$ cat src/rtl/tick_pkg.sv
package tick_pkg;

  typedef enum logic [1:0] {
    SRC_XTAL_SLOW = 2'd0,
    SRC_XTAL_FAST = 2'd1,
    SRC_MAINS     = 2'd2,
    SRC_EXT       = 2'd3
  } src_e;

  localparam int NUM_SRC = 4;

  // Strobes from control to datapath
  typedef struct packed {
    logic advance;  // count one accepted edge of the selected source
    logic restart;  // clear the count (selection changed)
  } tick_ctl_t;

  function automatic int maxOf(input int a, input int b);
    return (a > b) ? a : b;
  endfunction

endpackage

$ cat src/rtl/edge_conditioner.sv
module edge_conditioner #(
  parameter int FILT_LEN   = 2500,
  parameter bit USE_FILTER = 1'b1,
  parameter bit ACTIVE_LOW = 1'b0
) (
  input  logic clk,
  input  logic rstN,
  input  logic rawIn,
  output logic edgeOut
);

  localparam logic IDLE_LVL = ACTIVE_LOW ? 1'b1 : 1'b0;
  localparam int   FW       = (FILT_LEN > 1) ? $clog2(FILT_LEN) : 1;

  logic [1:0] syncQ;
  logic       syncd;
  logic       stableLvl;
  logic       take;

  always_ff @(posedge clk or negedge rstN) begin
    if (!rstN) syncQ <= {2{IDLE_LVL}};
    else       syncQ <= {syncQ[0], rawIn};
  end
  assign syncd = syncQ[1];

  generate
    if (USE_FILTER) begin : g_filt
      logic [FW-1:0] holdCnt;
      always_ff @(posedge clk or negedge rstN) begin
        if (!rstN)                               holdCnt <= '0;
        else if (syncd == stableLvl)             holdCnt <= '0;
        else if (holdCnt == FW'(FILT_LEN - 1))   holdCnt <= '0;
        else                                     holdCnt <= holdCnt + 1'b1;
      end
      assign take = (syncd != stableLvl) && (holdCnt == FW'(FILT_LEN - 1));
    end else begin : g_raw
      assign take = (syncd != stableLvl);
    end
  endgenerate

  always_ff @(posedge clk or negedge rstN) begin
    if (!rstN) begin
      stableLvl <= IDLE_LVL;
      edgeOut   <= 1'b0;
    end else begin
      if (take) stableLvl <= syncd;
      edgeOut <= take && (syncd != IDLE_LVL);
    end
  end

endmodule

$ cat src/rtl/tick_ctrl.sv
module tick_ctrl
  import tick_pkg::*;
#(
  parameter int SLOW_EXP    = 15,
  parameter int FAST_EXP    = 22,
  parameter int MAINS60_DIV = 120,
  parameter int MAINS50_DIV = 100,
  parameter int CNT_W       = 22
) (
  input  logic                 clk,
  input  logic                 rstN,
  input  logic [1:0]           srcSel,
  input  logic                 grid60,
  input  logic [NUM_SRC-1:0]   chanEdge,
  output tick_ctl_t            ctl,
  output logic [CNT_W-1:0]     lastCount
);

  logic [1:0] prevSel;
  logic       prevGrid;
  logic       selEdge;

  always_ff @(posedge clk or negedge rstN) begin
    if (!rstN) begin
      prevSel  <= SRC_XTAL_SLOW;
      prevGrid <= 1'b1;
    end else begin
      prevSel  <= srcSel;
      prevGrid <= grid60;
    end
  end

  always_comb begin
    selEdge = chanEdge[srcSel];
    unique case (srcSel)
      SRC_XTAL_SLOW: lastCount = CNT_W'((64'd1 << SLOW_EXP) - 64'd1);
      SRC_XTAL_FAST: lastCount = CNT_W'((64'd1 << FAST_EXP) - 64'd1);
      SRC_MAINS:     lastCount = grid60 ? CNT_W'(MAINS60_DIV - 1)
                                        : CNT_W'(MAINS50_DIV - 1);
      default:       lastCount = '0;
    endcase
    ctl.restart = (srcSel != prevSel) || (grid60 != prevGrid);
    ctl.advance = selEdge && !ctl.restart;
  end

endmodule

$ cat src/rtl/tick_datapath.sv
module tick_datapath
  import tick_pkg::*;
#(
  parameter int CNT_W = 22
) (
  input  logic             clk,
  input  logic             rstN,
  input  tick_ctl_t        ctl,
  input  logic [CNT_W-1:0] lastCount,
  output logic             tick
);

  logic [CNT_W-1:0] cnt;

  always_ff @(posedge clk or negedge rstN) begin
    if (!rstN) begin
      cnt  <= '0;
      tick <= 1'b0;
    end else begin
      tick <= 1'b0;
      if (ctl.restart) begin
        cnt <= '0;
      end else if (ctl.advance) begin
        if (cnt == lastCount) begin
          cnt  <= '0;
          tick <= 1'b1;
        end else begin
          cnt <= cnt + 1'b1;
        end
      end
    end
  end

endmodule

$ cat src/rtl/sec_tick_gen.sv
module sec_tick_gen
  import tick_pkg::*;
#(
  parameter int SLOW_EXP    = 15,
  parameter int FAST_EXP    = 22,
  parameter int MAINS60_DIV = 120,
  parameter int MAINS50_DIV = 100,
  parameter int FILT_LEN    = 2500
) (
  input  logic       clk,
  input  logic       rstN,
  input  logic [1:0] srcSel,
  input  logic       grid60,
  input  logic       xtalSlow,
  input  logic       xtalFast,
  input  logic       zeroCross,
  input  logic       extRefN,
  output logic       tick
);

  localparam int MAX_DIV = maxOf(maxOf(1 << SLOW_EXP, 1 << FAST_EXP),
                                 maxOf(MAINS60_DIV, MAINS50_DIV));
  localparam int CNT_W   = (MAX_DIV > 2) ? $clog2(MAX_DIV) : 1;

  logic [NUM_SRC-1:0] rawVec;
  logic [NUM_SRC-1:0] chanEdge;
  tick_ctl_t          ctl;
  logic [CNT_W-1:0]   lastCount;

  assign rawVec = {extRefN, zeroCross, xtalFast, xtalSlow};

  // Channels 0,1 are clean crystals; 2,3 are filtered; 3 is active low
  generate
    for (genvar ch = 0; ch < NUM_SRC; ch++) begin : g_chan
      edge_conditioner #(
        .FILT_LEN  (FILT_LEN),
        .USE_FILTER(ch >= 2),
        .ACTIVE_LOW(ch == 3)
      ) u_cond (
        .clk    (clk),
        .rstN   (rstN),
        .rawIn  (rawVec[ch]),
        .edgeOut(chanEdge[ch])
      );
    end
  endgenerate

  tick_ctrl #(
    .SLOW_EXP   (SLOW_EXP),
    .FAST_EXP   (FAST_EXP),
    .MAINS60_DIV(MAINS60_DIV),
    .MAINS50_DIV(MAINS50_DIV),
    .CNT_W      (CNT_W)
  ) u_ctrl (
    .clk      (clk),
    .rstN     (rstN),
    .srcSel   (srcSel),
    .grid60   (grid60),
    .chanEdge (chanEdge),
    .ctl      (ctl),
    .lastCount(lastCount)
  );

  tick_datapath #(
    .CNT_W(CNT_W)
  ) u_dp (
    .clk      (clk),
    .rstN     (rstN),
    .ctl      (ctl),
    .lastCount(lastCount),
    .tick     (tick)
  );

endmodule

$ cat config.mk
export PLATFORM = sky130hd
export DESIGN_NAME = sec_tick_gen
export DESIGN_NICKNAME = d
export VERILOG_FILES = /design/src/rtl/tick_pkg.sv /design/src/rtl/edge_conditioner.sv /design/src/rtl/tick_ctrl.sv /design/src/rtl/tick_datapath.sv /design/src/rtl/sec_tick_gen.sv
export SDC_FILE = /design/constraint.sdc
export NUM_CORES = 1
export LEC_CHECK = 0
export ABC_AREA = 1
export BUFFER_PORTS_ARGS = -buffer_cell sky130_fd_sc_hd__buf_2
export CORE_ASPECT_RATIO = 0.6
export CORE_MARGIN = 1.5
export CORE_UTILIZATION = 55
export CTS_CLUSTER_DIAMETER = 60
export DETAILED_ROUTE_END_ITERATION = 7
export GPL_ROUTABILITY_DRIVEN = 1
export PLACE_DENSITY = 0.72
export SKIP_CTS_REPAIR_TIMING = 1
export SYNTH_ARGS = -nofsm -noshare
export SYNTH_HDL_FRONTEND = slang
export SYNTH_SLANG_ARGS = --single-unit
$ cat constraint.sdc
create_clock -name clk -period 1.5 [get_ports clk]
set_input_delay 0.225 -clock clk [delete_from_list [all_inputs] [get_ports clk]]
set_output_delay 0.225 -clock clk [all_outputs]
set_load 0.1 [all_outputs]
==> results of run 1 <==
layout by cell type (no fill, tap or decap), types with 18 or more instances in the layout:
cell type / Yosys / routed
nand2_1: 126 / 103
nor2_1: 75 / 59
dfrtp_1: 62 / 52
inv_1: 48 / 42
buf_4: 3 / 34
nand3_1: 38 / 28
nand2_2: 7 / 28
xor2_1: 21 / 21
nor2_2: 6 / 18
metal layers:
metal,vias up,wire [um]
met5,-,0
met4,0,255
met3,28,807
met2,134,3870
met1,1519,4310
li1,1553,-
per-stage QoR:
step / hold WS (ns) / setup TNS [ns] / instances / area, um2
floorplan: -0.0706 / 0 / 456 / 3510
global placement: 0.264 / 0 / 574 / 3880
detailed placement: 0.268 / -0.594 / 574 / 3880
CTS: -0.115 / -0.685 / 590 / 4050
global route: 0.0105 / -2.75 / 611 / 4600
finish: 0.0182 / -0.958 / 611 / 4600
sequential cells by signal (all words and copies together) (netlist names):
name	flops
g_chan.u_cond.g_filt.holdCnt	24
u_dp.cnt	22
g_chan.u_cond.syncQ	8
g_chan.u_cond.edgeOut	4
g_chan.u_cond.stableLvl	4
u_ctrl.prevSel	2
u_ctrl.prevGrid	1
u_dp.tick	1
final cells by class:
type                       instances  area [um2]
sequential                        66        1670
fill                             440        1540
inverter                          53         204
clock buffer                      13         149
multi-input combinational        332        1920
timing repair buffer              60         539
tap                               84         105
clock inverter                     3        17.5
worst paths after layout:
| path | end | slack [ns] | cells past startpoint |
|---|---|---|---|
| worst min-delay path | u_ctrl.prevGrid$_DFF_PN1_ | 0.02 | 1 |
| worst max register to register | u_dp.cnt[7]$_DFFE_PN0P_ | -0.07 | 7 |
| min in group asynchronous | g_chan[1].u_cond.syncQ[1]$_DFF_PN0_ | 0.41 | 3 |
| worst max-delay path | u_dp.cnt[7]$_DFFE_PN0P_ | -0.07 | 7 |
| max in group asynchronous | g_chan[3].u_cond.stableLvl$_DFFE_PN1P_ | 0.75 | 3 |
| worst min register to register | g_chan[0].u_cond.syncQ[1]$_DFF_PN0_ | 0.35 | 0 |
where the power goes:
part,leakage [nW],internal [mW],switching [mW]
Sequential,0.860,1.85,0.0375
Combinational,1.22,0.161,0.240
Clock,0.0834,0.641,0.678
cells by family (layout without fill, tap and decap cells):
| family | Yosys count | in the layout | share of synthesized area |
|---|---|---|---|
| adders and majority gates | 5 | 5 | 0.0178 |
| and+or+nand+nor | 275 | 276 | 0.337 |
| AOI/OAI and AO/OA | 23 | 23 | 0.0335 |
| buffers and inverters | 59 | 129 | 0.0692 |
| DFF | 66 | 66 | 0.472 |
| xor gates and xnor gates | 28 | 28 | 0.0699 |
==> impl_results.md, run 1 <==
- Outcome: finished with violations
- Violated checks: setup timing
- Max incr delay on CP: 0.54 ns
- Violation count after the first detailed-routing iteration: 270
- Main area contributors after synthesis: dfrtp_1 (44%), nand2_1 (13%), nor2_1 (8.0%), nand3_1 (5.4%), xor2_1 (5.2%)
- DIE HEIGHT: 64.9 um
- Antenna diode count: 0
- Vias in the first global route: 2823
- Critical Path Start: u_ctrl.prevGrid$_DFF_PN1_
- Final core utilization: 0.749
- CP Max Fanout: 5
- CP required: 1.78 ns
- MaxCap Viol Count: 0
- Die ar.: 6880 um2
- Largest buffer count on any clock path: 2
- Routed wire per std cell: 15.1 um
- Critical Path AT: 1.86 ns
- Top cell type's share of synthesized area: 0.442
- CP cell instances: xnor2_2 > nand3_2 > nor3_4 > buf_6 > clkbuf_16 > nand2_2 > o21ai_1
- Synth Flop Type: dfrtp_1
- Row count: 22
- Maximum vdd drop: 0.666 mV
- Share of layout cells above drive strength 1: 0.328
- Met3 Use GR: 0.0704
- Total power: 3.61 mW
- Grt total ovfl: 0
- Synth cell count leaders: nand2_1 (126), nor2_1 (75), dfrtp_1 (62)
- Period Utilization, post-route: 1.05
- Largest net degree at the start of global routing: 67
- Power per cell area: 785 nW/um2
- Die X: 106 um
- Tmin final: 1.57 ns
- Top-count cell post-synth: nand2_1
- CTS Buf Count: 9
- Critical path buffers and inverters: 2
- Worst hold-check path type: primary input to register
- Via count: 3234
- Fmax: 0.635 GHz
- FF+latch count, synth: 66
- Slowest cell on crit path: dfstp_2
- Seq/Total Area, Yosys: 0.472
- RSZ-0062 raised after global routing: true
- Crit end category: register
- Met1 global-route usage: 0.383
- CP Class: register to register
- Post-route DRC: 0
- Tot GR Track Use: 0.255
- Synth Cell Area: 3510 um2
- Ys async rst share: 1.00
- Leakage power: 2.16 nW
- Syn_nets: 470
- IO Pins: 10
- First-pass GRT wire length: 13300 um
- 1st-pass router iterations: 5
- Final net count: 536
- Syn_area_per_cell: 7.69 um2
- Netlist cell types: 27
- Vias/cell: 5.29
- CTS sink cnt: 66
- Clock slew at reported path FFs: 0.07 ns
- Setup skew after layout: 0.00728 ns
- Startpoint types: register
- Syn. warnings: 0
- Hold violation count in the final report: 0
- Layout area overhead: 31.1%
- Worst-skew pair later-pin latency: 0.36 ns
- CP top delay family: flip-flops
- Slew Viols, Final: 0
- Routed WL: 9240 um
- Worst-Margin Slew: 0.484 ns
- Global placer's final weighted congestion: 0.935
- Final ANT Viol Nets: 0
- Post-DP HPWL: 5580 um
- Clock root cell: clkbuf_8
- Number of flops mapped to enable cells by yosys: 0
- Setup ws final: -0.0747 ns
- Core Area: 6140 um2
- Starting density of the core: 0.572
- Largest area contributor in the netlist: dfrtp_1
- Max_slew headroom: 0.679
- Worst reg2reg path startpoint: u_ctrl.prevGrid$_DFF_PN1_
- Initial antenna violation count: 0
- Pre-CTS setup slack: -0.0776 ns
- Grt met2 use: 0.347
- CTS tree: done
- H-tree levels: 3
- Final setup viols: 22
- Min-delay src: grid60
- Post-Syn Instances: 456
- GR peak layer: met1
- Buffers added on ports: 9
Power figures use the tool's default switching activity.
==> run 2, diff against run 1 <==
--- a/config.mk
+++ b/config.mk
@@ -7,7 +7,7 @@
 export LEC_CHECK = 0
 export ABC_AREA = 1
 export BUFFER_PORTS_ARGS = -buffer_cell sky130_fd_sc_hd__buf_2
-export CORE_ASPECT_RATIO = 0.6
+export CORE_ASPECT_RATIO = 1.2
 export CORE_MARGIN = 1.5
 export CORE_UTILIZATION = 55
 export CTS_CLUSTER_DIAMETER = 60
==> impl_results.md, run 2 (synthesized netlist as in run 1, its figures left out) <==
- Outcome: complete, no violations
- Fin cells: 599 (-2.0%)
- Final ANT Viol Nets: 0 (unchanged)
- Post-route DRC: 0 (unchanged)
- Crit end category: register
- First-pass GRT wire length: 12600 um (-5.3%)
- 1st-pass router iterations: 4 (-1)
- CP Class: register to register
- Worst-Margin Slew: 0.482 ns (-0.00265 ns)
- Most flop-heavy register: g_chan.u_cond.g_filt.holdCnt
- Critical Path AT: 1.73 ns (-0.13 ns)
- Core Area: 6090 um2 (-0.79%)
- Commonest non-fill, non-tap cell in the layout: nand2_1
- Final setup viols: 0 (-100%)
- RSZ-0062 raised after global routing: true
- H-tree levels: 3 (unchanged)
- Via count: 3066 (-5.2%)
- Largest net degree at the start of global routing: 67 (unchanged)
- Vias/cell: 5.12 (-3.3%)
- Die ar.: 6870 um2 (-0.20%)
- Max_slew headroom: 0.681 (+0.00175)
- Post-DP HPWL: 5050 um (-9.5%)
- IO Pins: 10 (unchanged)
- Hold violation count in the final report: 0 (unchanged)
- Tot GR Track Use: 0.231 (-0.0235)
- Routed WL: 7810 um (-15%)
- Startpoint types: register
- Maximum vdd drop: 0.761 mV (+14%)
- Largest buffer count on any clock path: 2 (unchanged)
- Die X: 75.9 um (-28%)
- CTS sink cnt: 66 (unchanged)
- Worst hold-check path type: primary input to register
- Leakage power: 2.06 nW (-4.7%)
- Routed wire per std cell: 13.0 um (-14%)
- Vias in the first global route: 2934 (+3.9%)
- Violation count after the first detailed-routing iteration: 206 (-24%)
- Grt total ovfl: 0 (unchanged)
- CTS tree: done
- Layout area overhead: 24.4%
- Final net count: 526 (-1.9%)
- MaxCap Viol Count: 0 (unchanged)
- Power per cell area: 846 nW/um2 (+7.8%)
- Fmax: 0.670 GHz (+5.6%)
- Setup skew after layout: 0.00867 ns (+0.00139 ns)
- CP Max Fanout: 5 (unchanged)
- Worst R2R Path Depth: 8 (+1)
- Slew Viols, Final: 0 (unchanged)
- Worst-skew pair later-pin latency: 0.35 ns (about the same)
- Row count: 31 (+41%)
- Share of layout cells above drive strength 1: 0.251 (-0.0768)
- Clock slew at reported path FFs: 0.08 ns (about the same)
- Antenna diode count: 0 (unchanged)
- DIE HEIGHT: 90.5 um (+40%)
- Most frequent cells in the layout: nand2_1 (119), nor2_1 (65), dfrtp_1 (56), inv_1 (42), nand3_1 (34)
- Number of flip-flops in the largest register: 24 (unchanged)
- Clock root cell: clkbuf_8
- FF+latch area: 1660 um2 (-0.30%)
- Initial antenna violation count: 0 (unchanged)
- CP required: 1.74 ns (-0.04 ns)
- Hold Crit Depth: 1 (unchanged)
- Min-delay src: srcSel[0]
- Filler Cells Inserted: 470 (+6.8%)
- Multi-input logic area: 1760 um2 (-7.9%)
- Global placer's final weighted congestion: 0.923 (-1.3%)
- Min-Delay Endpoint: u_ctrl.prevSel[0]$_DFF_PN0_
- Final core utilization: 0.717 (-0.0324)
- Worst reg2reg path startpoint: u_dp.cnt[8]$_DFFE_PN0P_
- Setup slack, reg-to-reg: 0.008 ns (+0.08 ns)
- Period Utilization, post-route: 0.994 (-0.0554)
- Starting density of the core: 0.576 (+0.00458)
- Worst R2R End: u_dp.cnt[4]$_DFFE_PN0P_
- CTS Buf Count: 9 (unchanged)
- Tmin final: 1.49 ns (-0.0831 ns)
- Buffers added on ports: 9 (unchanged)
- Placed cell count: 565 (-1.6%)
- Top flop regs: g_chan.u_cond.g_filt.holdCnt: 24 flops, u_dp.cnt: 22 flops, g_chan.u_cond.syncQ: 8 flops
[run 2: worst max-delay path by stage]
stage	slack [ns]	end	from
6_report	0.008	u_dp.cnt[4]$_DFFE_PN0P_	u_dp.cnt[8]$_DFFE_PN0P_
5_1_grt	-0.10	u_dp.cnt[10]$_DFFE_PN0P_	u_dp.cnt[8]$_DFFE_PN0P_
4_1_cts	-0.09	u_dp.cnt[12]$_DFFE_PN0P_	u_dp.cnt[12]$_DFFE_PN0P_
3_5_place_dp	-0.08	u_dp.cnt[12]$_DFFE_PN0P_	u_dp.cnt[12]$_DFFE_PN0P_
3_3_place_gp	-0.02	u_dp.cnt[4]$_DFFE_PN0P_	srcSel[1]
2_1_floorplan	0.09	u_dp.cnt[14]$_DFFE_PN0P_	u_dp.cnt[0]$_DFFE_PN0P_
[run 2: layout make-up]
type                            count  area share
Multi-Input combinational cell    332       0.404
Sequential cell                    66       0.381
Timing Repair Buffer               50       0.101
Inverter                           53      0.0456
Clock buffer                        9      0.0284
Tap cell                           82      0.0235
Clock inverter                      7      0.0161
[run 2: metrics by stage]
step                      area, um2  setup WS (ns)  total power [mW]  hold WS [ns]  setup TNS, ns
after CTS                      4020        -0.0889              3.68        -0.115         -0.601
after detailed placement       3830        -0.0762              2.21         0.266         -0.445
after global routing           4370         -0.100              3.87        0.0656         -0.808
final                          4370        0.00843              3.70        0.0846              0
after floorplan                3510         0.0923              2.09       -0.0706              0
after global placement         3830        -0.0209              2.19         0.264        -0.0939
[run 2: critical path, cell delays in order (launching register included)]
cell and delay [ns]:
dfrtp_1 0.42, inv_1 0.10, nand2_1 0.06, nor2_2 0.13
nand2_1 0.12, a21oi_4 0.25, nand3_4 0.14, nand3_1 0.10
nand2_1 0.05
[run 2: metal layers]
| metal | track usage | routed length (um) |
|---|---|---|
| met5 | 0 | 0 |
| met4 | 0.0972 | 329 |
| met3 | 0.0556 | 340 |
| met2 | 0.406 | 3950 |
| met1 | 0.270 | 3190 |
[run 2: power breakdown]
part | switching [mW] | internal (mW) | total [mW]
sequential | 0.0284 | 1.85 | 1.88
combinational | 0.209 | 0.133 | 0.342
clock | 0.710 | 0.763 | 1.47
total | 0.948 | 2.75 | 3.69
